File: src/rtl/rollover_flag_pkg.sv
package rollover_flag_pkg;
  localparam int unsigned NUM_RATES = 5;

  typedef enum int unsigned {
    RATE_HUNDREDTHS = 0,
    RATE_TENTHS     = 1,
    RATE_SECONDS    = 2,
    RATE_MINUTES    = 3,
    RATE_HOURS      = 4
  } rate_e;
endpackage

File: src/rtl/rate_flag.sv
module rate_flag (
  input  logic clk_i,
  input  logic rst_ni,
  input  logic set_i,
  input  logic clr_i,
  output logic flag_o
);
  // set wins over clear so a rollover during a read is not lost
  always_ff @(posedge clk_i or negedge rst_ni) begin
    if (!rst_ni)     flag_o <= 1'b0;
    else if (set_i)  flag_o <= 1'b1;
    else if (clr_i)  flag_o <= 1'b0;
  end
endmodule

File: src/rtl/rate_mask_reg.sv
module rate_mask_reg #(
  parameter int unsigned WIDTH = 5
) (
  input  logic             clk_i,
  input  logic             rst_ni,
  input  logic             we_i,
  input  logic [WIDTH-1:0] wdata_i,
  output logic [WIDTH-1:0] mask_o
);
  always_ff @(posedge clk_i or negedge rst_ni) begin
    if (!rst_ni)   mask_o <= '0;
    else if (we_i) mask_o <= wdata_i;
  end
endmodule

File: src/rtl/irq_merge.sv
module irq_merge #(
  parameter int unsigned WIDTH = 5
) (
  input  logic [WIDTH-1:0] stat_i,
  input  logic [WIDTH-1:0] mask_i,
  output logic             irq_o
);
  assign irq_o = |(stat_i & mask_i);
endmodule

File: src/rtl/rollover_flag_unit.sv
module rollover_flag_unit
  import rollover_flag_pkg::*;
#(
  parameter int unsigned RATES = NUM_RATES
) (
  input  logic             clk_i,
  input  logic             rst_ni,
  input  logic [RATES-1:0] carry_i,
  input  logic             stat_rd_i,
  input  logic             mask_we_i,
  input  logic [RATES-1:0] mask_wdata_i,
  output logic [RATES-1:0] stat_o,
  output logic             irq_o
);
  logic [RATES-1:0] mask_q;

  for (genvar k = 0; k < RATES; k++) begin : g_flag
    rate_flag u_flag (
      .clk_i  (clk_i),
      .rst_ni (rst_ni),
      .set_i  (carry_i[k]),
      .clr_i  (stat_rd_i),
      .flag_o (stat_o[k])
    );
  end

  rate_mask_reg #(.WIDTH(RATES)) u_mask (
    .clk_i   (clk_i),
    .rst_ni  (rst_ni),
    .we_i    (mask_we_i),
    .wdata_i (mask_wdata_i),
    .mask_o  (mask_q)
  );

  irq_merge #(.WIDTH(RATES)) u_irq (
    .stat_i (stat_o),
    .mask_i (mask_q),
    .irq_o  (irq_o)
  );
endmodule

File: config.mk
export PLATFORM = sky130hd
export DESIGN_NAME = rollover_flag_unit
export DESIGN_NICKNAME = d
export VERILOG_FILES = /design/src/rtl/rollover_flag_pkg.sv /design/src/rtl/rate_flag.sv /design/src/rtl/rate_mask_reg.sv /design/src/rtl/irq_merge.sv /design/src/rtl/rollover_flag_unit.sv
export SDC_FILE = /design/constraint.sdc
export NUM_CORES = 1
export LEC_CHECK = 0
export CORE_AREA = 10 10 47 49
export CTS_BUF_LIST = sky130_fd_sc_hd__clkbuf_4 sky130_fd_sc_hd__clkbuf_8 sky130_fd_sc_hd__clkbuf_16
export DETAILED_ROUTE_END_ITERATION = 6
export DIE_AREA = 0 0 57 59
export DONT_BUFFER_PORTS = 1
export PLACE_DENSITY = 0.42
export SLEW_MARGIN = 20
export SYNTH_ARGS = -nofsm -noshare
export SYNTH_HDL_FRONTEND = slang
export SYNTH_SLANG_ARGS = --single-unit
File: constraint.sdc
create_clock -name clk_i -period 1.15 [get_ports clk_i]
set_clock_uncertainty 0.15 [all_clocks]
set_input_delay 0 -clock clk_i [delete_from_list [all_inputs] [get_ports clk_i]]
set_output_delay 0 -clock clk_i [all_outputs]
set_load 0.05 [all_outputs]
# Word-level counts from Yosys, hierarchy flattened
# Cells that the tools add are included.
[word_totals]
ff_bits = 10
input_bits = 14
out_inout_bits = 6
wordCells = 19
[op_classes]
mux = 6
bitwise = 1
n_reduce_logical = 6
[op_table]
columns = ["cell", "n"]
rows = [
  ["$reduce_bool 2->1", 5],
  ["$mux 1", 6],
  ["$and 5x5->5", 1],
  ["$reduce_or 5->1", 1],
]

# Depth between registers and ports, before layout
[depth]
depth_word = 2
mapped_depth = 2
depth_no_buf = 2

# Hierarchy
# Synthesis repeated with hierarchy kept, for this count alone.
[hier_totals]
cells_unflattened = 28
hier_area_um2 = 384.1
[modules_own_cells]
columns = ["mod", "n_inst", "cells_per_inst", "area_per_inst_um2", "seq_area_each_um2"]
rows = [
  ["rate_mask_reg", 1, 10, 181.4, 125.1],
  ["rate_flag", 5, 3, 36.3, 25.0],
  ["irq_merge", 1, 3, 21.3, 0.0],
]

# Worst setup path after synthesis
# Ideal clock, no wire load.
[synth_path]
kind = "flip-flop to output port"
startpoint = "reg g_flag[3].u_flag.flag_o"
endpoint = "out irq_o"
arrival_time_ps = 1027
required_time_ps = 1000
path_slack_ps = -27
stages_incl_launch_ff = 3
n_path_buf = 0
path_cell_list = "dfrtp_1 > a222oi_1 > nand2_1"
[synth_via]
elab_chain_len = 2
[synth_lines]
columns = ["element", "line_no", "text"]
rows = [
  ["start: declaration", "rate_flag.sv:6", "output logic flag_o"],
  ["start signal: assignment", "rate_flag.sv:10", "if (!rst_ni) flag_o <= 1'b0;"],
  ["start signal: assignment", "rate_flag.sv:11", "else if (set_i) flag_o <= 1'b1;"],
  ["start signal: assignment", "rate_flag.sv:12", "else if (clr_i) flag_o <= 1'b0;"],
  ["$and 5x5->5", "irq_merge.sv:8", "assign irq_o = |(stat_i & mask_i);"],
  ["$reduce_or 5->1", "irq_merge.sv:8", ""],
  ["end: declaration", "rollover_flag_unit.sv:13", "output logic irq_o"],
]
# No other way between the ends.

# Worst setup path in the final report
# Ends and elaborated chain as after synthesis.

==> results.sh <==
export IMPL_dieHeight_um=59
export IMPL_slew_limit_headroom_pct=70.7
export IMPL_critPathLaunchType="flip-flop"
export IMPL_grt_usage_pct=6.08
export IMPL_fmax_mhz=711
export IMPL_total_power_mw=0.883
export IMPL_crit_required_ps=1000
export IMPL_ir_worst_vdd_mv=0.640
export IMPL_hold_violations=10
export IMPL_dieArea_mm2=0.00336
export IMPL_power_static_leakage_nw=0.277
export IMPL_postRouteAntennaNets=0
export IMPL_grt_max_degree=11
export IMPL_ys_types=9
export IMPL_drcViolationCount=0
export IMPL_multi_input_area_um2=119
export IMPL_fin_setup_tns_ps=-256
export IMPL_clock_sinks=10
export IMPL_drt_wl_total_um=977
export IMPL_yosysSeqAreaShare_pct=61.3
export IMPL_path_class="reg2out"
export IMPL_synthToLayoutAreaGrowth_pct=50.0
export IMPL_worstPathArrival_ps=1260
export IMPL_setup_viol=1
export IMPL_utilization_pct=43.7
export IMPL_synth_area_um2=408
export IMPL_portBuffers=0
export IMPL_wl_per_cell_um=15.5
export IMPL_layout_common_cells="13 x dlygate4sd3_1, 10 x dfrtp_1, 5 x mux2_2, 5 x buf_4, 4 x a21o_1"
export IMPL_vias=284
export IMPL_grt_antenna_before_repair=0
export IMPL_drv_slew=0
export IMPL_die_x_um=57
export IMPL_nFillCells=141
export IMPL_layout_drive_gt1_share_pct=36.2
export IMPL_maxCapViolations=0
export IMPL_cts_max_path_buffers=2
export IMPL_fin_crit_ps=1410
export IMPL_finalCritPeriodShare_pct=122
export IMPL_drt_pass1_iterations=4
export IMPL_clockRootBuffer="clkbuf_4"
export IMPL_status="complete, but fails checks"
export IMPL_gp_congestion=0.719
export IMPL_start_util_pct=29.1
export IMPL_drt_iter0_drc=3
export IMPL_rows=14
export IMPL_violations="negative hold slack, negative setup slack"
export IMPL_globalRouteOverflowTotal=0
export IMPL_nets=62
export IMPL_area_sequential_um2=250
export IMPL_power_density_mw_per_mm2=1440
export IMPL_final_common_cell="dlygate4sd3_1"
export IMPL_via_per_inst=4.51
export IMPL_worst_slew_pin_slew_ps=439
export IMPL_hold_ws_ps=-30.4
export IMPL_synth_seq_cells=10
export IMPL_yosys_warnings=0
export IMPL_h_tree_depth=1
export IMPL_core_area_mm2=0.00140
export IMPL_path_max_fanout=2
export IMPL_crit_path_end_kind="primary output"
export IMPL_syn_inst=29
export IMPL_ios=20
export IMPL_clk_latency_ps=260
export IMPL_synth_nets=43
export IMPL_numCtsBuffers=3
export IMPL_n_antenna_cell=0
export IMPL_clkTransAtPathRegs_ps=60
export IMPL_grt_pass1_wl_mm=1.61
export IMPL_cts_tree="built"
export IMPL_grt_setup_unrepaired="true"
export IMPL_worst_slack_ps=-256
export IMPL_hold_class="in2async"
export IMPL_syn_area_per_cell_um2=14.1
export IMPL_grt_pass1_vias=351
## kinds of logic after synthesis
| family | count (synthesis) | share of synthesized area (%) |
|---|---|---|
| AO/OA/AOI/OAI | 7 | 13.8 |
| buffers and inverters | 6 | 10.1 |
| flip-flops | 10 | 61.3 |
| multiplexers | 5 | 13.8 |
| AND/OR/NAND/NOR | 1 | 0.919 |
## metal layers
| metal | wire length, um | track usage (%) |
|---|---|---|
| met1 | 389 | 6.63 |
| met2 | 444 | 8.53 |
| met3 | 134 | 3.86 |
| met4 | 9 | 4.03 |
| met5 | 0 | 0 |
## Yosys cell counts
library cell	n	area [um^2]
inv_1	1	3.75
mux2_2	5	56.3
nand2_1	1	3.75
dfrtp_1	10	250
buf_4	5	37.5
a21o_1	4	30.0
a222oi_1	1	10.0
a22oi_1	1	7.51
a21o_2	1	8.76
## metrics by stage
step	cells	instance area [um^2]	setup slack [ps]	hold slack (ps)
after floorplan	29	410	22.4	-446
after global placement	46	438	16.8	-445
after detailed placement	46	438	6.38	-445
after CTS	64	618	-273	214
after global routing	63	612	-367	17.6
final	63	612	-256	-30.4
## worst max-delay path, stage by stage (launching register included)
cell	delay [ps]
dfrtp_1	370
a222oi_1	360
nand2_2	110
buf_8	160
## worst paths after layout
kind                       slack (ps)                     from                      end  cells after the start
setup / recovery                 -260  g_flag[3].u_flag.flag_o                    irq_o                      3
hold / removal                    -30                   rst_ni         u_mask.mask_o[1]                      1
setup reg to reg                  120  g_flag[3].u_flag.flag_o  g_flag[3].u_flag.flag_o                      2
hold reg to reg                   360  g_flag[2].u_flag.flag_o  g_flag[2].u_flag.flag_o                      1
max in group asynchronous         580                   rst_ni  g_flag[3].u_flag.flag_o                      1
min in group clk_i                230               carry_i[2]  g_flag[2].u_flag.flag_o                      2
## area by class of cell
cell class | count | share of cell area [%]
clock buffers | 4 | 5.93
inverters | 1 | 0.613
multi-input cells | 13 | 19.4
flip-flops and latches | 10 | 40.9
well taps | 16 | 3.27
repair buffers | 19 | 29.9
## power breakdown
part           internal (mW)  total (mW)  leakage [nW]  switching [mW]
sequential             0.381       0.399         0.112          0.0179
combinational         0.0843       0.182         0.144          0.0974
clock                  0.192       0.302        0.0210           0.110
## what timing repair did
action / 4_1_cts / 5_1_grt
setup endpoints to repair: 1 / 11
gates resized for setup: 1 / 1
hold buffers: 14 / 0
buffers inserted: 0 / 0
hold endpoints to repair: 20 / 0
pin swaps: 1 / 2
## sequential cells by signal (all words and copies together) (netlist names)
name / cells
g_flag.u_flag.flag_o: 5
u_mask.mask_o: 5
No activity file was read; power rests on OpenSTA's default activity.
